===== src/rtl/pkt_status_pkg.sv =====
package pkt_status_pkg;

  typedef enum logic [1:0] {
    MODE_OFF  = 2'b00,
    MODE_ENV  = 2'b01,
    MODE_EOP  = 2'b10,
    MODE_BOTH = 2'b11
  } psel_mode_t;

  localparam int unsigned OVR_BITS = 2;

endpackage


===== src/rtl/pkt_stat_sel.sv =====
module pkt_stat_sel
  import pkt_status_pkg::*;
(
  input  psel_mode_t mode_i,
  input  logic       env_i,
  input  logic       eop_i,
  output logic       status_o
);

  always_comb begin
    unique case (mode_i)
      MODE_OFF:  status_o = 1'b0;
      MODE_ENV:  status_o = env_i;
      MODE_EOP:  status_o = eop_i;
      MODE_BOTH: status_o = env_i & ~eop_i;
      default:   status_o = 1'b0;
    endcase
  end


  always_comb begin
    if (mode_i == MODE_OFF) begin
      off_mode_quiet_chk: assert (status_o == 1'b0);
    end
  end

endmodule


===== src/rtl/pkt_irq_edge.sv =====
module pkt_irq_edge
  import pkt_status_pkg::*;
(
  input  logic       clk,
  input  logic       rst_n,
  input  psel_mode_t mode_i,
  input  logic       status_i,
  input  logic       irq_en_i,
  input  logic       irq_clr_i,
  output logic       irq_o
);

  psel_mode_t mode_q, mode_d;
  logic       stat_q, stat_d;
  logic       irq_q,  irq_d;
  logic       same_mode;
  logic       edge_hit;

  assign same_mode = (mode_i == mode_q);

  always_comb begin
    edge_hit = 1'b0;
    unique case (mode_i)
      MODE_ENV,
      MODE_EOP:  edge_hit = status_i & ~stat_q;
      MODE_BOTH: edge_hit = status_i ^ stat_q;
      default:   edge_hit = 1'b0;
    endcase
  end

  always_comb begin
    mode_d = mode_i;
    stat_d = status_i;
    irq_d  = irq_q;
    if (same_mode && edge_hit && irq_en_i) begin
      irq_d = 1'b1;
    end else if (irq_clr_i) begin
      irq_d = 1'b0;
    end
  end

  always_ff @(posedge clk or negedge rst_n) begin
    if (!rst_n) begin
      mode_q <= MODE_OFF;
      stat_q <= 1'b0;
      irq_q  <= 1'b0;
    end else begin
      mode_q <= mode_d;
      stat_q <= stat_d;
      irq_q  <= irq_d;
    end
  end

  assign irq_o = irq_q;


  irq_sticky_chk: assert property (@(posedge clk) disable iff (!rst_n)
    irq_q && !irq_clr_i |=> irq_q);


  irq_needs_en_chk: assert property (@(posedge clk) disable iff (!rst_n)
    !irq_q && !irq_en_i |=> !irq_q);


  no_irq_on_mode_change_chk: assert property (@(posedge clk) disable iff (!rst_n)
    !irq_q && (mode_i != mode_q) |=> !irq_q);


  no_irq_when_off_chk: assert property (@(posedge clk) disable iff (!rst_n)
    !irq_q && (mode_i == MODE_OFF) |=> !irq_q);


  clr_loses_to_event_chk: assert property (@(posedge clk) disable iff (!rst_n)
    irq_clr_i && irq_en_i && same_mode && (mode_i == MODE_BOTH) && (status_i != stat_q)
    |=> irq_q);

endmodule


===== src/rtl/pkt_dq_ovr.sv =====
module pkt_dq_ovr
  import pkt_status_pkg::*;
#(
  parameter int unsigned DQ_W = 8
) (
  input  logic            clk,
  input  logic            rst_n,
  input  psel_mode_t      mode_i,
  input  logic            env_i,
  input  logic            eop_i,
  input  logic [DQ_W-1:0] dq_i,
  input  logic            restore_i,
  output logic [DQ_W-1:0] dq_o
);

  localparam int unsigned HI_W = DQ_W - OVR_BITS;

  logic                ovr_q, ovr_d;
  logic                ovr_show;
  logic [OVR_BITS-1:0] raw_flags;

  assign raw_flags = {eop_i, env_i};

  always_comb begin
    ovr_d = ovr_q;
    if (restore_i) begin
      ovr_d = 1'b0;
    end else if (mode_i != MODE_OFF) begin
      ovr_d = 1'b1;
    end
  end

  always_ff @(posedge clk or negedge rst_n) begin
    if (!rst_n) begin
      ovr_q <= 1'b0;
    end else begin
      ovr_q <= ovr_d;
    end
  end

  assign ovr_show = ovr_q | (mode_i != MODE_OFF);

  for (genvar b = 0; b < OVR_BITS; b++) begin : g_low
    assign dq_o[b] = ovr_show ? raw_flags[b] : dq_i[b];
  end

  if (HI_W > 0) begin : g_high
    assign dq_o[DQ_W-1:OVR_BITS] = dq_i[DQ_W-1:OVR_BITS];
  end


  ovr_latch_hold_chk: assert property (@(posedge clk) disable iff (!rst_n)
    ovr_q && !restore_i |=> ovr_q);


  ovr_release_chk: assert property (@(posedge clk) disable iff (!rst_n)
    restore_i |=> !ovr_q);

endmodule


===== src/rtl/pkt_status_irq.sv =====
module pkt_status_irq
  import pkt_status_pkg::*;
#(
  parameter int unsigned DQ_W = 8
) (
  input  logic            clk,
  input  logic            rst_n,
  input  logic            env_i,
  input  logic            eop_i,
  input  logic            cmd_env_i,
  input  logic            cmd_eop_i,
  input  logic [DQ_W-1:0] dq_i,
  input  logic            irq_en_i,
  input  logic            irq_clr_i,
  input  logic            rst_cmd_i,
  input  logic            tx_sel_i,
  input  logic            psave_i,
  output logic            status_o,
  output logic            irq_o,
  output logic [DQ_W-1:0] dq_o
);

  psel_mode_t mode;
  logic       status;
  logic       restore;

  assign mode    = psel_mode_t'({cmd_eop_i, cmd_env_i});
  assign restore = rst_cmd_i | tx_sel_i | psave_i;

  pkt_stat_sel u_sel (
    .mode_i   (mode),
    .env_i    (env_i),
    .eop_i    (eop_i),
    .status_o (status)
  );

  pkt_irq_edge u_irq (
    .clk       (clk),
    .rst_n     (rst_n),
    .mode_i    (mode),
    .status_i  (status),
    .irq_en_i  (irq_en_i),
    .irq_clr_i (irq_clr_i),
    .irq_o     (irq_o)
  );

  pkt_dq_ovr #(.DQ_W(DQ_W)) u_dq (
    .clk       (clk),
    .rst_n     (rst_n),
    .mode_i    (mode),
    .env_i     (env_i),
    .eop_i     (eop_i),
    .dq_i      (dq_i),
    .restore_i (restore),
    .dq_o      (dq_o)
  );

  assign status_o = status;

endmodule


===== config.mk =====
export PLATFORM = sky130hd
export DESIGN_NAME = pkt_status_irq
export DESIGN_NICKNAME = d
export VERILOG_FILES = /design/src/rtl/pkt_status_pkg.sv /design/src/rtl/pkt_stat_sel.sv /design/src/rtl/pkt_irq_edge.sv /design/src/rtl/pkt_dq_ovr.sv /design/src/rtl/pkt_status_irq.sv
export SDC_FILE = /design/constraint.sdc
export NUM_CORES = 1
export LEC_CHECK = 0
export ABC_AREA = 1
export BUFFER_PORTS_ARGS = -buffer_cell sky130_fd_sc_hd__buf_2
export CORE_AREA = 2 2 39 41
export CTS_CLUSTER_SIZE = 12
export DETAILED_ROUTE_END_ITERATION = 6
export DIE_AREA = 0 0 41 43
export SYNTH_ARGS = -nofsm -noshare
export SYNTH_HDL_FRONTEND = slang
export SYNTH_SLANG_ARGS = --single-unit

===== constraint.sdc =====
create_clock -name clk -period 1 [get_ports clk]
set_clock_uncertainty 0.05 [all_clocks]
set_input_delay 0.2 -clock clk [delete_from_list [all_inputs] [get_ports clk]]
set_output_delay 0.2 -clock clk [all_outputs]
set_load 0.02 [all_outputs]

-- Yosys cells after proc, flatten, opt, wreduce, memory -nomap -nowiden
Index checks and enable logic that the tools add are counted.
- eq/ne operators: 4
- muxes and demuxes: 8
- bitwise logic cells: 8
- reductions and logical operators: 7
- operators with widths (kind ; count):
    two-way mux 1 bit ; 6
    nonzero test 2 bit ; 3
    == test 2 bit, second input constant ; 2
    one-hot mux 1 bit (4 select lines) ; 1
    OR 1 bit ; 3
    AND 1 bit ; 2
    == test 2 x 1 -> 1 bit, second input constant ; 1
    == test 2 bit ; 1
    logical AND 1 bit ; 2
    logical NOT 2 bit ; 1
    NOT 1 bit ; 2
    one-hot mux 1 bit (2 select lines) ; 1
    OR reduction 2 bit ; 1
    XOR 1 bit ; 1
- register bits: 5
- bits of input ports: 19
- output and inout bits: 10
- logic and storage cells: 31

-- Depth between registers and ports, before layout
Gate-level depths: netlist of the first run.
- depth after elaboration: 8
- depth in mapped cells: 12
- depth with buffers taken out: 12

-- Cells and area by module
Synthesis of the first run repeated with hierarchy kept, for this count alone.
- cell total of the unflattened synthesis: 54
- area, all modules: 374.1 sq um
- by module, submodules not included (module ; instances ; cells an instance ; area each (sq um) ; sequential area each (sq um)):
    pkt_irq_edge ; 1 ; 28 ; 222.7 ; 100.1
    pkt_dq_ovr ; 1 ; 17 ; 116.4 ; 25.0
    pkt_stat_sel ; 1 ; 6 ; 23.8 ; 0.0
    pkt_status_irq ; 1 ; 3 ; 11.3 ; 0.0

-- Worst setup path before layout of the first run
No wires, ideal clock.
- path type: input -> register
- start: in cmd_env_i
- end: reg u_irq.irq_q (netlist: u_irq.irq_o)
- setup time: 0.065 ns
- arrival: 1.301 ns
- data required time: 0.885 ns
- path slack: -0.416 ns
- stages on the path: 12
- path buffers: 0
- cells stage by stage: inv_1 ha_1 nand2_1 nand3_1 nand2_1 inv_1 ha_1 inv_1 nand2_1 a21oi_1 nand2_1 nand2_1
- longest elaborated chain between the ends: 7
- elaborated cells on any way between the ends: 14
- those cells by class: 4 x eq/ne; 3 x mux; 2 x bitwise; 5 x reduce/logical
- ends and longest elaborated chain (element ; RTL line ; text):
    start, declared ; pkt_status_irq.sv:10 ; input logic cmd_env_i,
    == test 2 bit (tied with other cells) ; pkt_stat_sel.sv:11 ; unique case (mode_i)
    one-hot mux 1 bit (4 select lines) * ; pkt_stat_sel.sv:11 ;
    named net status_o ; pkt_status_irq.sv:18 ; output logic status_o,
    XOR 1 bit or AND 1 bit (tied branches) ; pkt_irq_edge.sv:26, pkt_irq_edge.sv:25 ;
    one-hot mux 1 bit (2 select lines) * ; pkt_irq_edge.sv:23 ; unique case (mode_i)
    logical AND 1 bit * (2 in series) ; pkt_irq_edge.sv:35 ; if (same_mode && edge_hit && irq_en_i) begin
    two-way mux 1 bit or nonzero test 2 bit (tied branches) ; -- ;
    end signal, assigned ; pkt_irq_edge.sv:50 ; irq_q <= irq_d;
    end, declared ; pkt_irq_edge.sv:15 ; logic irq_q, irq_d;
The timed path passes the listed nets; every way through them passes the cells marked *.
A chain may end at the register's enable or synchronous reset.

-- Worst setup path after layout of the first run
- start: reg u_dq.ovr_q
- end: out dq_o[1]
- longest elaborated chain between the ends: 2
- ends and longest elaborated chain (element ; RTL line ; text):
    start, declared ; pkt_dq_ovr.sv:18 ; logic ovr_q, ovr_d;
    start signal, assigned ; pkt_dq_ovr.sv:37 ; ovr_q <= ovr_d;
    OR 1 bit ; pkt_dq_ovr.sv:41 ; assign ovr_show = ovr_q | (mode_i != MODE_OFF);
    two-way mux 1 bit ; pkt_dq_ovr.sv:44 ; assign dq_o[b] = ovr_show ? raw_flags[b] : dq_i[b];
    end, declared ; pkt_status_irq.sv:20 ; output logic [DQ_W-1:0] dq_o
Every way passes these cells.

==> run metrics, run 1 <==
status finished, violations left; failing checks setup timing; syn_nets 81; final WL 838 um; Die Width 41 um; Hold WS 55.5 ps; most frequent cells in the layout 14 x nand2_1, 10 x buf_2, 7 x buf_6, 7 x buf_4, 6 x inv_1; Sink Count 5; Max Clk Rate 774 MHz; max-cap violations 0; die area 1760 um^2; Leak 0.380 nW; commonest non-fill, non-tap cell in the layout nand2_1; cell area after synthesis 403 um^2; via/cell ratio 4.03; worst slack, placed -498 ps; Synth Area in XOR/XNOR 0%; Total Routing Usage GR 12.1%; RePlAce Congestion 0.685; first-pass GRT wire length 1.47 mm; Synth Area in Adders 18.6%; RSZ-0062 raised after global routing yes; fin worst setup slack -292 ps; CP Class reg2out; P&R area growth vs syn 81.1%; register area share after synthesis 31.1%; vias in the first global route 400; layout cells sized above 1 58.0%; Final Hold Vio Count 0; largest net degree at the start of global routing 6; setup violators final 5; clock tree buffer depth 2; Final Net Count 107; pwr/cell area 941 nW/um^2; min Tclk post-route 1290 ps; simple-gate share of the synthesized area 26.7%; Rel. slew slack 85.1%; worst vdd ir 559 uV; total core area 1380 um^2; total CTS buffers 3; Synth warnings 0; number of DRC markers in iteration 0 2; post-synthesis mux area share 0%; post-route ant nets 0; DR DRC count 0; Ports 29; initial antenna violation count 0; initial core utilization 29.1%; fill count 135; ant diodes 0; Tcrit/Tclk final 129%; Synth Register Bits 5; CP endpoint kind output pin; worst hold path type in2reg; Critical Path Start Type flop; Compound-Gate Fraction of Synth Area 1.24%; worst slew pin tran 221 ps; Detailed Routing Iterations Pass 1 2; clock latency on the worst-skew pair 240 ps; DP HPWL 624 um; Synth Area per Inst 7.19 um^2; largest family of logic cells by synthesized area simple AND/OR/NAND/NOR gates; CTS root buf clkbuf_4; count of cell types in the netlist 12; Max Slew Vio Count 0; critical path fanouts, max 4; remaining global-route overflow 0; Critical Path RT 750 ps; die height 43 um; CTS tree done; Clock transition at path regs 40 ps; row count 14; port bufs 16; via count 391; Post-Synthesis Cells 56; htree depth 1; Critical Path AT 1040 ps; routed len/inst 8.64 um
[logic make-up after synthesis]
logic type,after synthesis
adders and majority gates,6
and+or+nand+nor,26
AOI/OAI and AO/OA,1
buffers and inverters,18
DFF,5
[path summary, 6_finish.rpt]
path | start | to | cells after the start | slack (ps)
min in group asynchronous | rst_n | u_irq.irq_o$_DFFE_PN0P_ | 2 | 250
setup / recovery | u_dq.ovr_q$_DFFE_PN0P_ | dq_o[1] | 5 | -290
setup reg to reg | u_irq.stat_q$_DFF_PN0_ | u_irq.irq_o$_DFFE_PN0P_ | 7 | -60
max in group asynchronous | rst_n | u_irq.mode_q[1]$_DFF_PN0_ | 2 | 520
hold / removal | rst_cmd_i | u_dq.ovr_q$_DFFE_PN0P_ | 2 | 60
hold reg to reg | u_irq.irq_o$_DFFE_PN0P_ | u_irq.irq_o$_DFFE_PN0P_ | 2 | 440
[synthesized netlist by cell type, drive strengths merged]
cell type | count | area, um^2
a21oi | 1 | 5.00
nor4 | 1 | 6.26
nand3b | 1 | 7.51
nand2 | 19 | 71.3
dfrtp | 5 | 125
nor2 | 4 | 17.5
nand3 | 1 | 5.00
buf | 6 | 45.0
ha | 6 | 75.1
inv | 12 | 45.0
[report_power, final]
| part | switching, mW | internal [mW] |
|---|---|---|
| Sequential | 0.00437 | 0.213 |
| Combinational | 0.106 | 0.126 |
| Clock | 0.0852 | 0.151 |
| Total | 0.196 | 0.491 |
[worst max-delay path, stage by stage, from the launching register on]
cell	delay [ps]
dfrtp_1	390
nor2_4	130
inv_2	60
nand2_2	50
nand2_2	50
buf_6	120
[routing by layer]
layer  vias up  track usage [%]  wire (um)
met3         2             6.28         59
met5         -                0          0
met4         0             3.33          4
met2        10             18.4        445
met1       171             14.3        329
li1        208                -          -
[flip-flops by register name, indices dropped and copies added, names as in the netlist]
register,cells
u_irq.mode_q,2
u_dq.ovr_q,1
u_irq.irq_o,1
u_irq.stat_q,1
[metrics by stage]
stage               cells  setup TNS (ps)  area [um^2]  power (mW)  util (%)
global placement       90           -2100          583       0.390      42.1
floorplan              56            -248          468       0.341         -
CTS                    97            -955          723       0.693      52.3
detailed placement     90           -2170          583       0.394      42.1
global route           97           -1290          729       0.738      52.7
finish                 97            -940          729       0.686      52.7
[repair_timing]
item	4_1_cts	5_1_grt
gates resized for setup	26	2
setup buffers	2	0
hold buffers	1	0
endpoints found under the setup margin	5	5
hold endpoints to repair	5	0
gates cloned	0	0
pin swaps	4	3
[final cells by class]
cell class                 instances  area (um^2)  share of cell area (%)
timing repair buffer              27          231                    31.7
tap                               16         20.0                    2.74
inverter                          12         55.1                    7.55
sequential                         5          125                    17.2
multi-input combinational         33          272                    37.2
clock buffer                       4         26.3                    3.60
(Power assumes the default switching activity.)
==> inputs of run 2 (changes only) <==
SYNTH_HIERARCHICAL = 1   (was not set)
==> run 2 against run 1 <==
Effect of this change:
- the run still ends with setup timing left
- die area unchanged
- synthesized cell count decreased by 3.6%
- global-route usage down 0.052 points
- via count shrank 5.1%
- sequential share of layout area rose by 2.3 points
- combinational power fell by 7%
- worst setup slack gained 31 ps
- cell area is 12% lower
- sequential power about the same
- critical endpoint unchanged
- largest power group unchanged
- highest routed layer unchanged
==> run metrics, run 2 <==
final instance area 642 um^2 (-12%); max-cap violations 0 (unchanged); largest net degree at the start of global routing 6 (unchanged); remaining global-route overflow 0 (unchanged); EDFF count, synth 0 (unchanged); Leak 0.363 nW (-4.5%); Crit path largest cell delay 360 ps (-30 ps); RSZ-0062 raised after global routing yes; Hold WS 122 ps (+66.4 ps); critical path fanouts, max 4 (unchanged); top cell type by total area after synthesis dfrtp_1; RePlAce Congestion 0.659 (-3.8%); end-of-flow core utilization 46.4% (-6.3 points); Synth warnings 6 (+6); worst slack, placed -233 ps (+265 ps); top cells by area, synth dfrtp_1 33%, nand2_1 17%, buf_4 12%; asr flop ratio synth 100% (unchanged); Rel. slew slack 88.3% (+3.2 points); Buf/Inv on CP 2 (unchanged); Post-Synthesis Cells 54 (-3.6%); setup TNS -542 ps (+398 ps); total CTS buffers 3 (unchanged); Biggest register u_irq/mode_q; CP endpoint kind output pin; DP HPWL 608 um (-2.5%); number of DRC markers in iteration 0 0 (-2); htree depth 1 (unchanged); initial antenna violation count 0 (unchanged); clock latency on the worst-skew pair 240 ps (about the same); layout cells sized above 1 61.5% (+3.5 points); via/cell ratio 3.95 (-2.1%); Critical Path Start Type flop; Critical Path AT 1010 ps (-30 ps); via count 371 (-5.1%); ant diodes 0 (unchanged); count of cell types in the netlist 11 (-1); Final Power 671 uW (-2.2%); status finished, violations left; fin worst setup slack -261 ps (+30.9 ps); die height 43 um (unchanged); initial core utilization 27.0% (-2.1 points); fill count 146 (+8.1%); CTS tree done; CTS root buf clkbuf_4; Critical Path RT 750 ps (about the same); most frequent cell after synthesis nand2_1; most frequent cells in the layout 11 x nand2_1, 8 x buf_2, 8 x buf_4; failing checks setup timing; row count 14 (unchanged); non-filler cells, final 94 (-3.1%); first-pass GRT wire length 1.37 mm (-6.5%); synth cell count leaders 17 x nand2_1, 8 x inv_1, 6 x buf_4; worst vdd ir 544 uV (-2.7%); P&R area growth vs syn 71.6%; port bufs 16 (unchanged); Ports 29 (unchanged); critical path cell sequence inv_2 -> nand2_2 -> nand2_1 -> nand2_2 -> buf_6; pwr/cell area 1050 nW/um^2 (+11%); Max Slew Vio Count 0 (unchanged); Die Width 41 um (unchanged); die area 1760 um^2 (unchanged); Clock transition at path regs 50 ps (about the same); placed instance area 512 um^2 (-12%); placed cell count 88 (-2.2%); syn_nets 76 (-6.2%); Final Net Count 101 (-5.6%); CP Class reg2out; Detailed Routing Iterations Pass 1 1 (-1); Synth Flop Type dfrtp_1; routed len/inst 8.40 um (-2.7%); Synth Area per Inst 6.93 um^2 (-3.7%); post-route ant nets 0 (unchanged); Crit path max-delay family flip-flops; total core area 1380 um^2 (unchanged); DR DRC count 0 (unchanged); CP max stage cell dfrtp_1; cell area after synthesis 374 um^2 (-7.1%); min Tclk post-route 1260 ps (-30.9 ps); worst hold path type in2reg; setup violators final 4 (-1); commonest non-fill, non-tap cell in the layout nand2_1; clock tree buffer depth 2 (unchanged); worst slew pin tran 175 ps (-46.6 ps); Most common cell on crit path nand2_2; Tcrit/Tclk final 126% (-3.1 points); Synth Register Bits 5 (unchanged); final WL 790 um (-5.7%); Sink Count 5 (unchanged); max FFs per register 2 (unchanged); Final Hold Vio Count 0 (unchanged); vias in the first global route 372 (-7.0%); post-synth top area share 33.4% (+2.4 points); Total Routing Usage GR 12.0% (-0.052 points); register area share after synthesis 33.4% (+2.4 points); Max Clk Rate 793 MHz (+2.4%)
[run 2: cell type report]
type                            count  area [um^2]  area share [%]
Inverter                           10         37.5            5.85
Clock inverter                      1         5.00           0.780
Sequential cell                     5          125            19.5
Timing Repair Buffer               26          219            34.1
Tap cell                           16         20.0            3.12
Multi-Input combinational cell     33          213            33.1
Clock buffer                        3         22.5            3.51
[run 2: worst register-to-register path, stage by stage (launching register included)]
cell and delay, ps:
dfrtp_1 370, inv_2 60, ha_4 190, inv_2 50, nand2_2 40, a21oi_2 120, nand2_1 60, nand2_1 50
[run 2: worst paths after layout]
path	slack, ps	cells after the start	start	end
setup / recovery	-260	5	u_dq/ovr_q$_DFFE_PN0P_	dq_o[1]
hold reg to reg	450	2	u_irq/irq_o$_DFFE_PN0P_	u_irq/irq_o$_DFFE_PN0P_
min in group asynchronous	240	2	rst_n	u_irq/irq_o$_DFFE_PN0P_
hold / removal	120	4	rst_cmd_i	u_dq/ovr_q$_DFFE_PN0P_
setup reg to reg	-30	7	u_irq/stat_q$_DFF_PN0_	u_irq/irq_o$_DFFE_PN0P_
max in group asynchronous	520	2	rst_n	u_irq/stat_q$_DFF_PN0_
[run 2: where the power goes]
group	switching (mW)	leakage, nW	internal, mW
Clock	0.0898	0.0177	0.145
Sequential	0.00579	0.0629	0.214
Combinational	0.0992	0.283	0.117
[run 2: what timing repair did]
action / in CTS / in global routing
pin swaps: 7 / 7
resized for setup: 19 / 7
hold buffers: 1 / 0
buffers inserted: 1 / 0
endpoints found under the hold margin: 5 / 0
setup endpoints to repair: 5 / 5
[run 2: metal layers]
layer	up-vias	routed length (um)	track usage (%)
met4	0	8	12.0
met1	154	275	12.2
met5	-	0	0
met2	13	450	17.8
li1	202	-	-
met3	2	55	3.66
[run 2: cells by family after synthesis]
family          Yosys count  share of synthesized area (%)
simple gates             28                           31.8
buf+inv                  16                           22.1
flops                     5                           33.4
fa+ha+maj                 3                           10.0
compound gates            2                           2.68
==> inputs of run 3 (changes only) <==
ABC_AREA = not set   (was 1)
HOLD_SLACK_MARGIN = 0.02   (was not set)
PLACE_DENSITY = 0.56   (was not set)
==> run 3 against run 2 <==
Effect of this change:
- register-to-register slack worse by 100 ps
- sequential power hardly changed
- the flow still finishes with violations (setup timing)
- critical path depth decreased by 2
==> run metrics, run 3 <==
status finished, violations left; failing checks setup timing; post-synth top area share 37.2% (+3.7 points); clock latency on the worst-skew pair 230 ps (about the same); routed len/inst 10.1 um (+20%); via count 287 (-23%); most frequent cells in the layout 9 x buf_2, 7 x buf_6, 6 x buf_4; Ports 29 (unchanged); via/cell ratio 4.04 (+2.4%); multi-input logic area 204 um^2 (-4.1%); end-of-flow core utilization 43.7% (-2.7 points); total CTS buffers 3 (unchanged); reg2reg path depth 5 (-2); Final Net Count 78 (-23%); register area share after synthesis 37.2% (+3.7 points); syn_nets 54 (-29%); port bufs 16 (unchanged); Synth warnings 6 (unchanged); r2r endpoint u_irq/irq_o$_DFFE_PN0P_; Final Hold Vio Count 0 (unchanged); Post-Synthesis Cells 32 (-41%); Setup crit start u_dq/ovr_q$_DFFE_PN0P_; Biggest register u_irq/mode_q; Max Slew Vio Count 0 (unchanged); Leak 0.307 nW (-15%); final WL 718 um (-9.1%); max FFs per register 2 (unchanged); Rel. slew slack 84.1% (-4.2 points); remaining global-route overflow 0 (unchanged); fin worst setup slack -511 ps (-250 ps); total core area 1380 um^2 (unchanged); synth cell count leaders 6 x buf_4, 5 x dfrtp_1, 4 x inv_1; initial core utilization 24.3% (-2.7 points); cell area after synthesis 337 um^2 (-10%); setup TNS -1220 ps (-674 ps); worst slew pin tran 236 ps (+61.0 ps); reg2reg start u_irq/stat_q$_DFF_PN0_; Critical Path Start Type flop; DP HPWL 666 um (+9.4%); CP endpoint kind output pin; worst hold path type in2reg; Switching Fraction 25.0% (-4.1 points); worst slack, placed -513 ps (-280 ps); asr flop ratio synth 100% (unchanged); layout cells sized above 1 65.5% (+3.9 points); Detailed Routing Iterations Pass 1 1 (unchanged); min Tclk post-route 1510 ps (+250 ps); Synth Area per Inst 10.5 um^2 (+52%); pwr/cell area 1070 nW/um^2 (+2.2%); count of cell types in the netlist 14 (+3); Logic pwr share 31.6% (-0.6 points); Reg power frac 34.0% (+1.2 points); CTS root buf clkbuf_4; fill count 139 (-4.8%); CTS tree done; worst vdd ir 512 uV (-5.9%); commonest non-fill, non-tap cell in the layout buf_2; Final Power 645 uW (-3.8%); first-pass GRT wire length 1.17 mm (-15%); vias in the first global route 303 (-19%); Total Routing Usage GR 9.90% (-2.1 points); Synth Register Bits 5 (unchanged); Critical Path AT 1260 ps (+250 ps); Sink Count 5 (unchanged); largest net degree at the start of global routing 6 (unchanged); Critical Path End dq_o[0]; Hold WS 150 ps (+28.5 ps); die height 43 um (unchanged); row count 14 (unchanged); top cells by area, synth dfrtp_1 37%, buf_4 13%, ha_1 11%; Die Width 41 um (unchanged); initial antenna violation count 0 (unchanged); post-route ant nets 0 (unchanged); DR DRC count 0 (unchanged); max-cap violations 0 (unchanged); CP Class reg2out; htree depth 1 (unchanged); ant diodes 0 (unchanged); Clk pwr share 34.4% (-0.6 points); critical path fanouts, max 3 (-1); Synth Flop Type dfrtp_1; Register Area 125 um^2 (unchanged); Int Power 484 uW (+1.7%); Max Clk Rate 662 MHz (-17%); RePlAce Congestion 0.649 (-1.5%); setup violators final 5 (+1); Tcrit/Tclk final 151% (+25 points); most frequent cell after synthesis buf_4; top cell type by total area after synthesis dfrtp_1; R2R Setup Slk -130 ps (-100 ps); hold_sp psave_i; die area 1760 um^2 (unchanged); Net Sw Power 161 uW (-17%); number of DRC markers in iteration 0 0 (unchanged); clock tree buffer depth 2 (unchanged); P&R area growth vs syn 79.6%; Critical Path RT 750 ps (about the same); EDFF count, synth 0 (unchanged); Clock transition at path regs 40 ps (about the same); RSZ-0062 raised after global routing yes
[run 3: worst min path at each step]
stage	endpoint	cells after the start
after detailed placement	u_irq/mode_q[0]$_DFF_PN0_	1
after global routing	u_dq/ovr_q$_DFFE_PN0P_	3
after floorplan	u_dq/ovr_q$_DFFE_PN0P_	0
after CTS	u_dq/ovr_q$_DFFE_PN0P_	3
after global placement	u_dq/ovr_q$_DFFE_PN0P_	1
final	u_dq/ovr_q$_DFFE_PN0P_	3
[run 3: cells by family after synthesis]
logic type	count (synthesis)	synth area share (%)
simple gates	7	11.9
compound gates	2	7.07
buf+inv	10	17.8
fa+ha+maj	3	11.2
mux	3	9.67
flops	5	37.2
xor+xnor	2	5.21
[run 3: routing by layer]
metal	share of wire (%)	GRT usage [%]	vias to the layer above
li1	-	-	147
met5	0	0	-
met3	8.8	1.05	0
met4	0	8.00	0
met2	53	16.3	11
met1	38	10.5	129
[run 3: worst max-delay path, stage by stage (launching register included)]
cell and delay (ps):
dfrtp_1 380, nor3_4 180, mux2_4 330, buf_6 130
[run 3: what timing repair did]
action | 4_1_cts | 5_1_grt
buffers inserted | 2 | 0
hold buffers | 1 | 0
pin swaps | 3 | 0
setup endpoints to repair | 5 | 6
hold endpoints to repair | 5 | 0
gates resized for setup | 14 | 4
[run 3: stage by stage]
stage	cells	instance area [um^2]
global placement	65	504
floorplan	32	384
finish	71	604
CTS	72	601
global route	71	604
detailed placement	65	504
[run 3: power groups by stage]
stage | clock [mW] | sequential, mW | combinational, mW
floorplan | 0 | 0.223 | 0.114
global placement | 0 | 0.220 | 0.167
detailed placement | 0 | 0.222 | 0.169
CTS | 0.237 | 0.219 | 0.204
global route | 0.254 | 0.220 | 0.221
finish | 0.222 | 0.219 | 0.204
[run 3: final cells by class]
| class | count | share of cell area [%] |
|---|---|---|
| Multi-Input combinational cell | 17 | 33.7 |
| Sequential cell | 5 | 20.7 |
| Timing Repair Buffer | 25 | 35.4 |
| Clock buffer | 4 | 4.35 |
| Tap cell | 16 | 3.31 |
| Inverter | 4 | 2.48 |
